==> src/rtl/gp_timer_pkg.sv <==
package gp_timer_pkg;
    localparam int CNT_W  = 16;
    localparam int PSC_W  = 8;
    localparam int ADDR_W = 3;

    localparam logic [ADDR_W-1:0] A_MODE = 3'd0;
    localparam logic [ADDR_W-1:0] A_REF  = 3'd1;
    localparam logic [ADDR_W-1:0] A_CAP  = 3'd2;
    localparam logic [ADDR_W-1:0] A_CNT  = 3'd3;
    localparam logic [ADDR_W-1:0] A_EVT  = 3'd4;
    localparam logic [ADDR_W-1:0] A_RIE  = 3'd5;

    localparam int EV_CAP = 0;
    localparam int EV_REF = 1;

    typedef enum logic [1:0] {SRC_OFF = 2'd0, SRC_SYS = 2'd1, SRC_DIV = 2'd2, SRC_EXT = 2'd3} src_e;
    typedef enum logic [1:0] {OUT_OFF = 2'd0, OUT_PULSE = 2'd1, OUT_TOGGLE = 2'd2, OUT_RSVD = 2'd3} omode_e;
    typedef enum logic [1:0] {EDGE_OFF = 2'd0, EDGE_RISE = 2'd1, EDGE_FALL = 2'd2, EDGE_ANY = 2'd3} edge_e;

    typedef struct packed {
        logic [PSC_W-1:0] psc;
        edge_e            cap_edge;
        omode_e           omode;
        logic             restart;
        src_e             src;
        logic             en;
    } mode_t;

    function automatic logic [CNT_W-1:0] next_count(input logic [CNT_W-1:0] cur,
                                                    input logic [CNT_W-1:0] lim,
                                                    input logic restart);
        if (restart && cur == lim) return '0;
        return cur + 1'b1;
    endfunction
endpackage

==> src/rtl/gp_timer_edge.sv <==
module gp_timer_edge import gp_timer_pkg::*; #(
    parameter int STAGES = 2
) (
    input  logic  clk,
    input  logic  rst,
    input  logic  din,
    input  edge_e sel,
    output logic  hit
);
    logic [STAGES-1:0] sync_q;
    logic              last_q;

    for (genvar i = 0; i < STAGES; i++) begin : g_stage
        always_ff @(posedge clk) begin
            if (rst) sync_q[i] <= 1'b0;
            else if (i == 0) sync_q[i] <= din;
            else sync_q[i] <= sync_q[(i == 0) ? 0 : i-1];
        end
    end

    always_ff @(posedge clk) begin
        if (rst) last_q <= 1'b0;
        else     last_q <= sync_q[STAGES-1];
    end

    logic rise, fall;
    assign rise = sync_q[STAGES-1] & ~last_q;
    assign fall = ~sync_q[STAGES-1] & last_q;
    assign hit  = (sel[0] & rise) | (sel[1] & fall);
endmodule

==> src/rtl/gp_timer_tick.sv <==
module gp_timer_tick import gp_timer_pkg::*; #(
    parameter int DIV_RATIO = 16
) (
    input  logic clk,
    input  logic rst,
    input  logic clr,
    input  logic en,
    input  src_e src,
    input  logic ext_hit,
    output logic tick
);
    localparam int DW = (DIV_RATIO > 1) ? $clog2(DIV_RATIO) : 1;
    localparam logic [DW-1:0] DIV_LAST = DW'(DIV_RATIO - 1);

    logic [DW-1:0] div_q;
    logic          div_last;
    assign div_last = (div_q == DIV_LAST);

    always_ff @(posedge clk) begin
        if (rst || clr)                div_q <= '0;
        else if (en && src == SRC_DIV) div_q <= div_last ? '0 : div_q + 1'b1;
    end

    always_comb begin
        case (src)
            SRC_SYS: tick = en;
            SRC_DIV: tick = en && div_last;
            SRC_EXT: tick = en && ext_hit;
            default: tick = 1'b0;
        endcase
    end
endmodule

==> src/rtl/gp_timer_prescale.sv <==
module gp_timer_prescale import gp_timer_pkg::*; (
    input  logic             clk,
    input  logic             rst,
    input  logic             clr,
    input  logic             tick,
    input  logic [PSC_W-1:0] limit,
    output logic             cnt_en
);
    logic [PSC_W-1:0] psc_q;
    logic             wrap;
    assign wrap   = (psc_q >= limit);
    assign cnt_en = tick && wrap;

    always_ff @(posedge clk) begin
        if (rst || clr) psc_q <= '0;
        else if (tick)  psc_q <= wrap ? '0 : psc_q + 1'b1;
    end
endmodule

==> src/rtl/gp_timer.sv <==
module gp_timer import gp_timer_pkg::*; #(
    parameter int DIV_RATIO   = 16,
    parameter int SYNC_STAGES = 2
) (
    input  logic              clk,
    input  logic              rst,
    input  logic [ADDR_W-1:0] bus_addr,
    input  logic              bus_wr,
    input  logic [CNT_W-1:0]  bus_wdata,
    output logic [CNT_W-1:0]  bus_rdata,
    input  logic              ext_clk,
    input  logic              cap_in,
    output logic              tmr_out,
    output logic              irq
);
    mode_t            mode_q;
    logic [CNT_W-1:0] ref_q, cap_q, cnt_q, cnt_nxt;
    logic             ev_cap, ev_ref, rie_q, tog_q, pls_q;
    logic             wr_mode, wr_ref, wr_cnt, wr_evt, wr_rie;
    logic             ext_hit, cap_hit, tick, cnt_en, hit;

    assign wr_mode = bus_wr && bus_addr == A_MODE;
    assign wr_ref  = bus_wr && bus_addr == A_REF;
    assign wr_cnt  = bus_wr && bus_addr == A_CNT;
    assign wr_evt  = bus_wr && bus_addr == A_EVT;
    assign wr_rie  = bus_wr && bus_addr == A_RIE;

    gp_timer_edge #(.STAGES(SYNC_STAGES)) u_ext_sync (
        .clk(clk), .rst(rst), .din(ext_clk), .sel(EDGE_RISE), .hit(ext_hit));

    gp_timer_edge #(.STAGES(SYNC_STAGES)) u_cap_sync (
        .clk(clk), .rst(rst), .din(cap_in), .sel(mode_q.cap_edge), .hit(cap_hit));

    gp_timer_tick #(.DIV_RATIO(DIV_RATIO)) u_tick (
        .clk(clk), .rst(rst), .clr(wr_cnt), .en(mode_q.en), .src(mode_q.src),
        .ext_hit(ext_hit), .tick(tick));

    gp_timer_prescale u_psc (
        .clk(clk), .rst(rst), .clr(wr_cnt), .tick(tick), .limit(mode_q.psc),
        .cnt_en(cnt_en));

    assign cnt_nxt = next_count(cnt_q, ref_q, mode_q.restart);
    assign hit     = cnt_en && !wr_cnt && cnt_nxt == ref_q;

    always_ff @(posedge clk) begin
        if (rst) begin
            mode_q <= '0;
            ref_q  <= '0;
            cap_q  <= '0;
            cnt_q  <= '0;
            ev_cap <= 1'b0;
            ev_ref <= 1'b0;
            rie_q  <= 1'b0;
            tog_q  <= 1'b0;
            pls_q  <= 1'b0;
        end else begin
            if (wr_mode) mode_q <= mode_t'(bus_wdata);
            if (wr_ref)  ref_q  <= bus_wdata;
            if (wr_rie)  rie_q  <= bus_wdata[0];
            if (wr_cnt)      cnt_q <= '0;
            else if (cnt_en) cnt_q <= cnt_nxt;
            if (cap_hit) cap_q <= cnt_q;
            ev_cap <= cap_hit || (ev_cap && !(wr_evt && bus_wdata[EV_CAP]));
            ev_ref <= hit     || (ev_ref && !(wr_evt && bus_wdata[EV_REF]));
            tog_q  <= tog_q ^ (hit && mode_q.omode == OUT_TOGGLE);
            pls_q  <= hit && mode_q.omode == OUT_PULSE;
        end
    end

    always_comb begin
        case (mode_q.omode)
            OUT_TOGGLE: tmr_out = tog_q;
            OUT_PULSE:  tmr_out = pls_q;
            default:    tmr_out = 1'b0;
        endcase
    end

    assign irq = (ev_cap && mode_q.cap_edge != EDGE_OFF) || (ev_ref && rie_q);

    always_comb begin
        case (bus_addr)
            A_MODE:  bus_rdata = mode_q;
            A_REF:   bus_rdata = ref_q;
            A_CAP:   bus_rdata = cap_q;
            A_CNT:   bus_rdata = cnt_q;
            A_EVT:   bus_rdata = CNT_W'({ev_ref, ev_cap});
            A_RIE:   bus_rdata = CNT_W'(rie_q);
            default: bus_rdata = '0;
        endcase
    end
endmodule

==> config.mk <==
export PLATFORM = sky130hd
export DESIGN_NAME = gp_timer
export DESIGN_NICKNAME = d
export VERILOG_FILES = /design/src/rtl/gp_timer_pkg.sv /design/src/rtl/gp_timer_edge.sv /design/src/rtl/gp_timer_tick.sv /design/src/rtl/gp_timer_prescale.sv /design/src/rtl/gp_timer.sv
export SDC_FILE = /design/constraint.sdc
export NUM_CORES = 1
export LEC_CHECK = 0
export BUFFER_PORTS_ARGS = -buffer_cell sky130_fd_sc_hd__buf_2
export CORE_MARGIN = 2
export CORE_UTILIZATION = 48
export CTS_BUF_LIST = sky130_fd_sc_hd__clkbuf_4
export CTS_CLUSTER_SIZE = 12
export DETAILED_ROUTE_END_ITERATION = 6
export GPL_TIMING_DRIVEN = 0
export PLACE_DENSITY = 0.68
export SYNTH_ARGS = -nofsm -noshare
export SYNTH_HDL_FRONTEND = slang
export SYNTH_HIERARCHICAL = 1
export SYNTH_SLANG_ARGS = --single-unit
==> constraint.sdc <==
create_clock -name clk -period 4.4 [get_ports clk]
set_input_delay 0 -clock clk [delete_from_list [all_inputs] [get_ports clk]]
set_output_delay 0 -clock clk [all_outputs]
set_load 0.02 [all_outputs]
; ---- Word level (Yosys, flattened, before mapping)
; Cells that the tools add are included.
[classes]
addsub = 3
mul = 0
div_mod_pow = 0
order_cmp = 1
n_eq_ne = 13
shifts = 0
muxes = 8
bitwise = 10
n_reduce_logical = 30
[ops]
columns = op, count
row1 = one-hot mux 16 bit (6 select lines), 1
row2 = equality test 16 bit, 2
row3 = two-way mux 16 bit, 2
row4 = logical AND 1 bit, 20
row5 = "adder 16 x 1 -> 16 bit, second input constant", 1
row6 = "adder 8 x 1 -> 8 bit, second input constant", 1
row7 = greater-or-equal comparator 8 bit, 1
row8 = two-way mux 8 bit, 1
row9 = "equality test 2 bit, second input constant", 3
row10 = "equality test 3 x 2 -> 1 bit, second input constant", 2
row11 = "equality test 3 bit, second input constant", 2
row12 = bitwise AND 1 bit, 5
row13 = "adder 4 x 1 -> 4 bit, second input constant", 1
row14 = "equality test 2 x 1 -> 1 bit, second input constant", 2
row15 = "equality test 4 bit, second input constant", 1
row16 = logical OR 1 bit, 4
row17 = two-way mux 4 bit, 1
row18 = "equality test 3 x 1 -> 1 bit, second input constant", 1
row19 = logical NOT 1 bit, 3
row20 = logical NOT 3 bit, 1
row21 = NOT 1 bit, 3
row22 = one-hot mux 1 bit (3 select lines), 1
row23 = one-hot mux 1 bit (2 select lines), 1
row24 = nonzero test 2 bit, 1
row25 = other kinds (4), 4
[word_totals]
ff_bits = 87
latch_bits = 0
ram_bits = 0
mem_bits_ro = 0
inputBits = 24
out_inout_bits = 18
wordCells = 87
mem_count = 0

; ---- Depth between registers and ports, before layout
; Gate-level depths: netlist of the first run.
[logic_depth]
word_depth = 9
depth_mapped = 16
depth_no_buf = 13

; ---- By module
; Netlist of the first run, hierarchy kept.
[modules_own_cells]
columns = module, instances, cells_per_inst, area_each_um2, seq_area_each_um2
row1 = gp_timer, 1, 522, 4212.8, 1381.3
row2 = gp_timer_prescale, 1, 64, 624.3, 160.2
row3 = gp_timer_tick, 1, 25, 219.0, 80.1
row4 = gp_timer_edge, 2, 9, 98.8, 60.1

; ---- Least setup slack after synthesis of the first run
; No wires, ideal clock.
[synth_timing]
path_type = reg-to-reg
start = reg u_tick.div_q[0]
end = reg tog_q
setup_ns = 0.123
arrival_time_ns = 3.028
required_time_ns = 4.277
path_slack_ns = 1.249
path_stages_with_launch = 17
n_path_buf = 3
period_less_slack_ns = 3.151
cell_sequence = dfxtp_1 > ha_1 > nand2_1 > or4_1 > a21boi_1 > buf_2 > o2111a_1 > a22o_1 > buf_6 > buf_1 > nand3_1 > a21oi_1 > nand4_1 > nand3b_1 > nor4_1 > nand4_1 > mux2_1
[synth_between]
elab_chain_len = 8
[synth_rtl]
columns = item, line_no
row1 = from (decl), gp_timer_tick.sv:15  ; logic [DW-1:0] div_q;
row2 = from (signal assigned), gp_timer_tick.sv:21  ; else if (en && src == SRC_DIV) div_q <= div_last ? '0 : div_q + 1'b1;
row3 = equality test 4 bit, gp_timer_tick.sv:17  ; assign div_last = (div_q == DIV_LAST);
row4 = logical AND 1 bit, gp_timer_tick.sv:27  ; SRC_DIV: tick = en && div_last;
row5 = one-hot mux 1 bit (3 select lines), gp_timer_tick.sv:25  ; case (src)
row6 = via tick, gp_timer.sv:20  ; logic ext_hit, cap_hit, tick, cnt_en, hit;
row7 = logical AND 1 bit, gp_timer_prescale.sv:12  ; assign cnt_en = tick && wrap;
row8 = via cnt_en, gp_timer.sv:20
row9 = logical AND 1 bit (2 in series), gp_timer.sv:43  ; assign hit = cnt_en && !wr_cnt && cnt_nxt == ref_q;
row10 = logical AND 1 bit, gp_timer.sv:65  ; tog_q <= tog_q ^ (hit && mode_q.omode == OUT_TOGGLE);
row11 = bitwise XOR 1 bit, gp_timer.sv:65
row12 = to (signal assigned), gp_timer.sv:65
row13 = to (decl), gp_timer.sv:18  ; logic ev_cap, ev_ref, rie_q, tog_q, pls_q;
; The timed path passes the listed nets, and every way through them passes these cells.
; A chain may end at the register's enable or synchronous reset.

; ---- Worst setup path in the final report of the first run
; Ends and elaborated chain as after synthesis.

==> flow_metrics.env, run 1 <==
export IMPL_dieWidth_um=109
export IMPL_finalPower_w=0.00146
export IMPL_seq_area_frac_synth=0.332
export IMPL_post_dp_cell_area_um2=5630
export IMPL_drt_wl_total_mm=14.6
export IMPL_min_to="rie_q"
export IMPL_clock_latency_ns=0.47
export IMPL_syn_area_um2=5250
export IMPL_yosys_warnings=6
export IMPL_syn_num_nets=666
export IMPL_maxSlewHeadroom=0.453
export IMPL_cts_repair_resized=0
export IMPL_cts_setup_buffers=0
export IMPL_die_y_um=109
export IMPL_drive_above_1_share=0.159
export IMPL_avgViaCountPerCell=5.69
export IMPL_n_antenna_cell=0
export IMPL_final_common_cell="nand2_1"
export IMPL_ys_types=60
export IMPL_max_clock_freq_mhz=241
export IMPL_numCtsBuffers=9
export IMPL_holdBufCountCts=24
export IMPL_postRouteAntennaNets=0
export IMPL_grt_max_degree=15
export IMPL_synth_main_ff_cell="dfxtp_1"
export IMPL_avgSynthCellArea_um2=8.35
export IMPL_io_buffers=41
export IMPL_yosys_top_cells_area="dfxtp_1 33%, nand2_1 7.1%, mux4_2 6.4%, a21oi_1 4.8%, mux2i_1 4.4%"
export IMPL_min_period_ns=4.15
export IMPL_drtIter0Drc=410
export IMPL_ir_worst_vdd_v=0.000172
export IMPL_hold_start="bus_addr[0]"
export IMPL_r2r_end="tog_q"
export IMPL_gp_congestion=0.925
export IMPL_grt_overflow=0
export IMPL_core_area_um2=10700
export IMPL_cts_clk_slew_worst_paths_ns=0.15
export IMPL_reg2reg_slack_ns=0.25
export IMPL_worstRegToRegCells=16
export IMPL_hpwl_mm=11.0
export IMPL_fin_crit_sh=0.943
export IMPL_leakage_nw=2.15
export IMPL_yosysTopAreaCellShare=0.332
export IMPL_worstHoldPathType="in2reg"
export IMPL_antenna_found_initial=0
export IMPL_clock_root_buffer="clkbuf_4"
export IMPL_ioPinCount=42
export IMPL_multi_input_area_um2=3180
export IMPL_tns_ns=0
export IMPL_dieArea_um2=11800
export IMPL_skew_ns=0.0127
export IMPL_cp_data_required_time_ns=4.76
export IMPL_worstHoldPathCells=5
export IMPL_path_max_fanout=10
export IMPL_reg2reg_from="u_tick/div_q[0]"
export IMPL_grtUsageTotal=0.261
export IMPL_arrival_ns=4.51
export IMPL_vias=4834
export IMPL_worstSetupPathType="reg2reg"
export IMPL_clock_sinks=87
export IMPL_syn_to_final_growth_pct=14.8
export IMPL_grt_first_pass_wirelength_mm=23.7
export IMPL_power_density_nw_per_um2=242
export IMPL_wl_per_cell_um=17.2
export IMPL_critPathCaptureType="register"
export IMPL_layout_common_cells="100 x nand2_1, 87 x dfxtp_1, 51 x buf_2"
export IMPL_final_cell_area_um2=6030
export IMPL_status="completed"
export IMPL_place_inst=810
export IMPL_max_cap_viol_count=0
export IMPL_synth_top_area_cell="dfxtp_1"
export IMPL_num_rows=38
export IMPL_clk_path_buf_depth=2
export IMPL_nets=742
export IMPL_start_kind="register"
export IMPL_grt_pass1_vias=4696
export IMPL_start_util=0.489
export IMPL_drc=0
export IMPL_dr_pass1_iters=5
export IMPL_synthArstFlopShare=0
export IMPL_finalNonFillerCells=849
export IMPL_syn_inst=629
export IMPL_rsz0062_at_grt="no"
export IMPL_hold_violations=0
export IMPL_synth_enable_flop_cells=0
export IMPL_htree_num_levels=3
export IMPL_ys_ff_latch=87
export IMPL_slew_viol_final=0
export IMPL_fill_cells=994
export IMPL_worst_pin_slew_ns=0.820
export IMPL_cts_tree="yes"
export IMPL_seqCellArea_um2=1740
export IMPL_setup_viol=0
## kinds of logic after synthesis
| logic type | synth area share |
|---|---|
| AO/OA/AOI/OAI | 0.125 |
| XOR/XNOR | 0.0581 |
| adder cells (fa/ha/maj) | 0.0310 |
| buffers and inverters | 0.0641 |
| flip-flops | 0.332 |
| multiplexers | 0.117 |
| other | 0.00143 |
| AND/OR/NAND/NOR | 0.273 |
## area by class of cell
class	instances	share of cell area
plain buffers	49	0.0421
multi-input cells	471	0.526
clock buffers	10	0.0124
flip-flops and latches	87	0.289
clock inverters	5	0.0137
well taps	140	0.0290
inverters	22	0.0137
repair buffers	65	0.0738
## registers in the layout (all words and copies together) (netlist names)
register           flops
u_cap_sync/sync_q      2
ref_q                 16
u_ext_sync/last_q      1
cap_q                 16
u_psc/psc_q            8
mode_q                16
tog_q                  1
ev_cap                 1
u_tick/div_q           4
u_cap_sync/last_q      1
ev_ref                 1
cnt_q                 16
pls_q                  1
rie_q                  1
u_ext_sync/sync_q      2
## worst max path at each step
stage	from	slack, ns	endpoint	depth (start not counted)
final	u_tick/div_q[0]	0.25	tog_q	16
after global routing	u_tick/div_q[0]	0.08	tog_q	16
after CTS	u_tick/div_q[0]	0.38	tog_q	16
after detailed placement	u_tick/div_q[0]	0.43	tog_q	16
after global placement	u_tick/div_q[0]	0.47	tog_q	16
after floorplan	u_tick/div_q[0]	1.25	tog_q	16
## stage by stage
step | hold slack (ns) | utilization | setup slack (ns)
final | 0.108 | 0.561 | 0.250
after global routing | 0.111 | 0.561 | 0.0848
after CTS | 0.0540 | 0.561 | 0.381
after detailed placement | 0.219 | 0.524 | 0.427
after global placement | 0.207 | 0.524 | 0.466
after floorplan | 0.0716 | - | 1.25
## report_power, final
group	total [W]	leakage, nW	internal, W	switching [W]
Sequential	0.000808	0.703	0.000797	0.0000110
Clock	0.000533	0.0868	0.000236	0.000297
Combinational	0.000122	1.36	0.0000533	0.0000685
## cells in the mapped netlist (3+ instances only)
cell type and n:
nand2_1 100, dfxtp_1 87, a21oi_1 50, nor2_1 49
clkbuf_1 25, nor2b_1 25, xnor2_1 24, mux2i_1 23
o21ai_0 23, inv_1 22, nand3_1 16, mux4_2 15
nand4_1 15, ha_1 13, nand3b_1 12, nor3_1 12
buf_2 10, a22oi_1 9, xor2_1 9, nor4_1 7
nor4_2 7, buf_6 6, and2_1 5, o22ai_1 5
buf_1 4, nand2b_1 4, a211o_1 3, and3_1 3
buf_4 3, mux2_2 3, or3_1 3
## layer usage
metal / up-vias / part of all wire / global-route usage
met4: 0 / 0.034 / 0.130
met2: 175 / 0.48 / 0.428
met3: 44 / 0.054 / 0.0359
met1: 2268 / 0.43 / 0.337
met5: - / 0 / 0
li1: 2347 / - / -
## critical path: stages (launching register included)
cell	delay (ns)
dfxtp_1	0.42
ha_1	0.23
nand2_1	0.09
or4_1	0.40
a21boi_1	0.22
buf_2	0.24
o2111a_1	0.19
a22o_1	0.15
buf_6	0.16
buf_1	0.45
nand3_1	0.13
a21oi_1	0.16
nand4_1	0.14
nand3b_1	0.19
nor4_1	0.32
nand4_1	0.20
mux2_1	0.36
(Power assumes the default switching activity.)
==> inputs of run 2 (changes only) <==
ABC_AREA = 1   (was unset)
==> flow_metrics.env, run 2 <==
export IMPL_status="completed"
export IMPL_max_clock_freq_mhz=378
export IMPL_yosys_top_cells_area="dfxtp_1 35%, nand2_1 11%, a21oi_1 8.8%, inv_1 8.2%, o21ai_0 7.1%"
export IMPL_antenna_found_initial=0
export IMPL_layout_common_cells="138 x nand2_1, 108 x inv_1, 87 x a21oi_1, 87 x dfxtp_1, 71 x nor2_1"
export IMPL_clock_latency_ns=0.47
export IMPL_dieArea_um2=11100
export IMPL_dieWidth_um=105
export IMPL_drive_above_1_share=0.116
export IMPL_yosysTopAreaCellShare=0.353
export IMPL_crit_slowest_cell="dfxtp_1"
export IMPL_fin_crit_sh=0.601
export IMPL_io_buffers=41
export IMPL_grtUsageTotal=0.283
export IMPL_worstPathCellList="ha_1 -> nand2_1 -> nor2_2 -> nand2_1 -> o31ai_1 -> inv_1 -> nand3_1 -> nand2_1 -> nor2_1 -> nand3_1 -> nor2_1 -> nand3_1 -> nand2_1 -> nand2_1 -> nor2_2"
export IMPL_hpwl_mm=11.8
export IMPL_max_cap_viol_count=0
export IMPL_critPathCaptureType="register"
export IMPL_cts_repair_resized=0
export IMPL_maxSlewHeadroom=0.585
export IMPL_crit_top_cell="nand2_1"
export IMPL_start_kind="register"
export IMPL_ys_types=39
export IMPL_syn_num_nets=777
export IMPL_synth_most_common_cell="nand2_1"
export IMPL_syn_inst=740
export IMPL_tns_ns=0
export IMPL_synth_enable_flop_cells=0
export IMPL_grt_pass1_vias=4997
export IMPL_postRouteAntennaNets=0
export IMPL_wl_per_cell_um=16.0
export IMPL_avgViaCountPerCell=5.48
export IMPL_synth_top_area_cell="dfxtp_1"
export IMPL_worstSetupPathType="reg2reg"
export IMPL_min_period_ns=2.65
export IMPL_n_antenna_cell=0
export IMPL_path_max_fanout=7
export IMPL_num_rows=36
export IMPL_skew_ns=0.0312
export IMPL_vias=5235
export IMPL_clock_root_buffer="clkbuf_4"
export IMPL_gp_congestion=0.973
export IMPL_ir_worst_vdd_v=0.000166
export IMPL_clock_sinks=87
export IMPL_clk_path_buf_depth=2
export IMPL_dr_pass1_iters=5
export IMPL_grt_overflow=0
export IMPL_ys_ff_latch=87
export IMPL_htree_num_levels=3
export IMPL_place_inst=914
export IMPL_leakage_nw=2.40
export IMPL_ioPinCount=42
export IMPL_core_area_um2=9860
export IMPL_drtIter0Drc=428
export IMPL_rsz0062_at_grt="no"
export IMPL_seq_area_frac_synth=0.353
export IMPL_avgSynthCellArea_um2=6.66
export IMPL_worstHoldPathType="in2reg"
export IMPL_synthArstFlopShare=0
export IMPL_cts_clk_slew_worst_paths_ns=0.14
export IMPL_slew_viol_final=0
export IMPL_drt_wl_total_mm=15.3
export IMPL_cp_data_required_time_ns=4.81
export IMPL_syn_area_um2=4930
export IMPL_synthTopCellsByCount="138 x nand2_1, 108 x inv_1, 87 x a21oi_1, 87 x dfxtp_1, 71 x nor2_1"
export IMPL_start_util=0.499
export IMPL_synth_main_ff_cell="dfxtp_1"
export IMPL_grt_first_pass_wirelength_mm=24.7
export IMPL_drc=0
export IMPL_syn_to_final_growth_pct=15.4
export IMPL_setup_viol=0
export IMPL_final_common_cell="nand2_1"
export IMPL_yosys_warnings=6
export IMPL_nets=855
export IMPL_cts_tree="yes"
export IMPL_power_density_nw_per_um2=252
export IMPL_worst_pin_slew_ns=0.622
export IMPL_numCtsBuffers=9
export IMPL_hold_violations=0
export IMPL_grt_max_degree=15
export IMPL_arrival_ns=3.06
export IMPL_finalNonFillerCells=955
export IMPL_die_y_um=105
export IMPL_cp_slowest_stage_delay_ns=0.49
## run 2: changes by cell type after synthesis, moves of 25 or more
cell,change
a21oi_1,+37
inv_1,+86
nand2_1,+38
nand3_1,+25
nor2b_1,-25
o21ai_0,+47
## run 2: path summary, 6_finish.rpt
| check | from | slack (ns) | cells after the start | end |
|---|---|---|---|---|
| worst max-delay path | cnt_q[0] | 1.75 | 15 | tog_q |
| worst min-delay path | bus_addr[1] | 0.03 | 5 | rie_q |
| worst max register to register | cnt_q[0] | 1.75 | 15 | tog_q |
| worst min register to register | u_ext_sync/sync_q[0] | 0.45 | 2 | u_ext_sync/sync_q[1] |
## run 2: area by class of cell
| cell class | instances | area (um2) |
|---|---|---|
| flip-flops and latches | 87 | 1740 |
| fillers | 956 | 4180 |
| plain buffers | 30 | 135 |
| multi-input cells | 508 | 2620 |
| clock inverters | 6 | 61.3 |
| well taps | 133 | 166 |
| clock buffers | 9 | 67.6 |
| inverters | 115 | 432 |
| repair buffers | 67 | 465 |
## run 2: where the power goes
group | total (W) | internal, W | leakage (nW) | switching [W]
clock network | 0.000458 | 0.000170 | 0.0736 | 0.000288
registers | 0.000815 | 0.000803 | 0.704 | 0.0000119
logic | 0.000161 | 0.0000582 | 1.63 | 0.000103
## run 2: logic make-up (layout without fill, tap and decap cells)
group,count (synthesis),after routing,synth area share
and+or+nand+nor,294,294,0.265
AOI/OAI and AO/OA,181,181,0.198
buffers and inverters,145,227,0.115
DFF,87,87,0.353
xor gates and xnor gates,17,17,0.0317
adders and majority gates,13,13,0.0330
other,2,2,0.00152
muxes,1,1,0.00203
## run 2: timing repair
action,in CTS,in global routing
hold buffers,26,0
setup buffers,0,0
hold endpoints to repair,42,0
## run 2: worst max-delay path: cells and delay by family, from the launching register on
family / cells / cell delay (ns)
adders and majority gates: 1 / 0.21
buffers and inverters: 1 / 0.11
and+or+nand+nor: 12 / 1.54
AOI/OAI and AO/OA: 1 / 0.27
DFF: 1 / 0.49
## run 2: metal layers
| metal | part of all wire | GRT usage | wire, um | up-vias |
|---|---|---|---|---|
| met3 | 0.078 | 0.0421 | 1190 | 38 |
| met5 | 0 | 0 | 0 | - |
| li1 | - | - | - | 2555 |
| met2 | 0.46 | 0.464 | 6980 | 216 |
| met4 | 0.031 | 0.110 | 481 | 0 |
| met1 | 0.43 | 0.374 | 6650 | 2426 |
## run 2: metrics by stage
step | utilization | setup WS, ns | total power, W | area, um2 | hold slack [ns]
after floorplan | - | 2.52 | 0.000917 | 4930 | 0.0669
after global placement | 0.537 | 1.84 | 0.000970 | 5300 | 0.201
after detailed placement | 0.537 | 1.82 | 0.000973 | 5300 | 0.208
after CTS | 0.577 | 1.79 | 0.00144 | 5690 | 0.00297
after global routing | 0.577 | 1.51 | 0.00149 | 5690 | 0.0570
final | 0.577 | 1.75 | 0.00143 | 5690 | 0.0287
==> inputs of run 3 (changes only) <==
clock period = 2.47 ns   (was 4.4 ns; I/O delays follow)
==> flow_metrics.env, run 3 (synthesis gave the netlist of run 2 again) <==
export IMPL_status="completed"
export IMPL_min_to="rie_q"
export IMPL_io_buffers=41
export IMPL_seqCellArea_um2=1760
export IMPL_dr_wl_met3_um=954
export IMPL_arrival_ns=2.73
export IMPL_worstPathCellList="clkbuf_2 -> nand2_1 -> nor2_4 -> nand2_2 -> nor2_4 -> nand2_1 -> xor2_2 -> nand2_1 -> nand2_1 -> nand2_1 -> nor2_2 -> nand3_1 -> nor2_4 -> nand3_1 -> nand2_1 -> nand2_1 -> nor2_2"
export IMPL_antenna_found_initial=0
export IMPL_min_period_ns=2.32
export IMPL_slew_viol_final=0
export IMPL_clk_path_buf_depth=2
export IMPL_worstRegToRegCells=17
export IMPL_dieArea_um2=11100
export IMPL_seqPwrFrac=0.566
export IMPL_clock_sinks=87
export IMPL_fin_util=0.587
export IMPL_nets=854
export IMPL_drtIter0Drc=390
export IMPL_switchingPower_w=0.000724
export IMPL_fin_hold_ws_ns=0.0339
export IMPL_grt_first_pass_wirelength_mm=24.7
export IMPL_worstHoldPathCells=5
export IMPL_worst_pin_slew_ns=0.630
export IMPL_die_y_um=105
export IMPL_p_sw_frac=0.282
export IMPL_maxSlewHeadroom=0.579
export IMPL_cp_slowest_stage_delay_ns=0.33
export IMPL_cts_clk_slew_worst_paths_ns=0.14
export IMPL_leakage_nw=2.43
export IMPL_wl_per_cell_um=16.2
export IMPL_intPower_w=0.00184
export IMPL_fin_crit_sh=0.939
export IMPL_gp_congestion=0.973
export IMPL_fin_ws_ns=0.150
export IMPL_postRouteAntennaNets=0
export IMPL_crit_slowest_cell="dfxtp_1"
export IMPL_worstHoldPathType="in2reg"
export IMPL_avgViaCountPerCell=5.51
export IMPL_hold_violations=0
export IMPL_ir_worst_vdd_v=0.000304
export IMPL_clock_latency_ns=0.46
export IMPL_worstSetupPathType="reg2reg"
export IMPL_drive_above_1_share=0.147
export IMPL_clock_root_buffer="clkbuf_4"
export IMPL_grt_max_degree=15
export IMPL_n_antenna_cell=0
export IMPL_vias=5256
export IMPL_start_kind="register"
export IMPL_final_common_cell="nand2_1"
export IMPL_max_cap_viol_count=0
export IMPL_cp_startpoint="cnt_q[6]"
export IMPL_wl_met1_mm=6.96
export IMPL_dieWidth_um=105
export IMPL_syn_to_final_growth_pct=17.4
export IMPL_grt_pass1_vias=4990
export IMPL_place_ws_ns=-0.114
export IMPL_htree_num_levels=3
export IMPL_cp_data_required_time_ns=2.88
export IMPL_fill_cells=966
export IMPL_reg2reg_slack_ns=0.15
export IMPL_grt_overflow=0
export IMPL_dr_pass1_iters=5
export IMPL_reg2reg_from="cnt_q[6]"
export IMPL_path_max_fanout=7
export IMPL_power_frac_comb=0.117
export IMPL_setup_viol=0
export IMPL_grtUsageTotal=0.283
export IMPL_start_util=0.499
export IMPL_numCtsBuffers=9
export IMPL_r2r_end="tog_q"
export IMPL_drc=0
export IMPL_num_rows=36
export IMPL_drt_wl_total_mm=15.4
export IMPL_power_density_nw_per_um2=443
export IMPL_crit_top_cell="nand2_1"
export IMPL_ioPinCount=42
export IMPL_met2_wirelength_mm=7.04
export IMPL_critPathCaptureType="register"
export IMPL_skew_ns=0.0292
export IMPL_top_layer="met4"
export IMPL_hold_start="bus_addr[1]"
export IMPL_finalPower_w=0.00257
export IMPL_cts_tree="yes"
export IMPL_max_clock_freq_mhz=431
export IMPL_layout_common_cells="136 x nand2_1, 107 x inv_1, 87 x a21oi_1"
export IMPL_multi_input_area_um2=2700
export IMPL_hpwl_mm=11.8
export IMPL_core_area_um2=9860
export IMPL_clockPowerShare=0.318
-- run 3: cell count changes in the layout (fill, tap and decap cells not counted), sizes merged --
cell    change
clkbuf      -1
-- run 3: cell type report --
cell class                      instances  share of cell area
Multi-Input combinational cell        508               0.466
Tap cell                              133              0.0288
Clock inverter                          6              0.0106
Timing Repair Buffer                   67              0.0804
Sequential cell                        87               0.304
Clock buffer                            9              0.0117
Inverter                              115              0.0746
Buffer                                 29              0.0246
-- run 3: worst max path at each step --
stage	end	slack [ns]	depth (start not counted)
floorplan	tog_q	0.59	16
global placement	tog_q	-0.09	14
detailed placement	tog_q	-0.11	15
CTS	tog_q	0.02	15
global route	tog_q	-0.02	17
finish	tog_q	0.15	17
-- run 3: power groups by stage --
stage / combinational [W] / sequential [W] / clock (W)
CTS: 0.000283 / 0.00145 / 0.000839
floorplan: 0.000158 / 0.00148 / 0
global placement: 0.000246 / 0.00148 / 0
finish: 0.000299 / 0.00145 / 0.000816
global route: 0.000329 / 0.00145 / 0.000880
detailed placement: 0.000250 / 0.00148 / 0
-- run 3: worst max-delay path, delay by kind of cell, from the launching register on --
family	cells	cell delay, ns
simple gates	15	1.56
buf+inv	1	0.19
flops	1	0.33
xor+xnor	1	0.17
-- run 3: layer usage --
| metal | up-vias | global-route usage |
|---|---|---|
| met5 | - | 0 |
| met4 | 0 | 0.109 |
| met3 | 33 | 0.0414 |
| met2 | 211 | 0.465 |
| met1 | 2456 | 0.374 |
| li1 | 2556 | - |
-- run 3: through the flow --
stage / cells / TNS, ns / cell area, um2
5_1_grt: 954 / -0.0215 / 5790
2_1_floorplan: 740 / 0 / 4930
4_1_cts: 955 / 0 / 5700
3_5_place_dp: 914 / -0.216 / 5300
6_report: 954 / 0 / 5790
3_3_place_gp: 914 / -0.200 / 5300
-- run 3: repair_timing --
action | CTS | global route
hold buffers | 26 | 0
gates resized for setup | 3 | 35
endpoints found under the setup margin | 3 | 17
pin swaps | 0 | 3
hold endpoints to repair | 42 | 0
setup buffers | 0 | 0
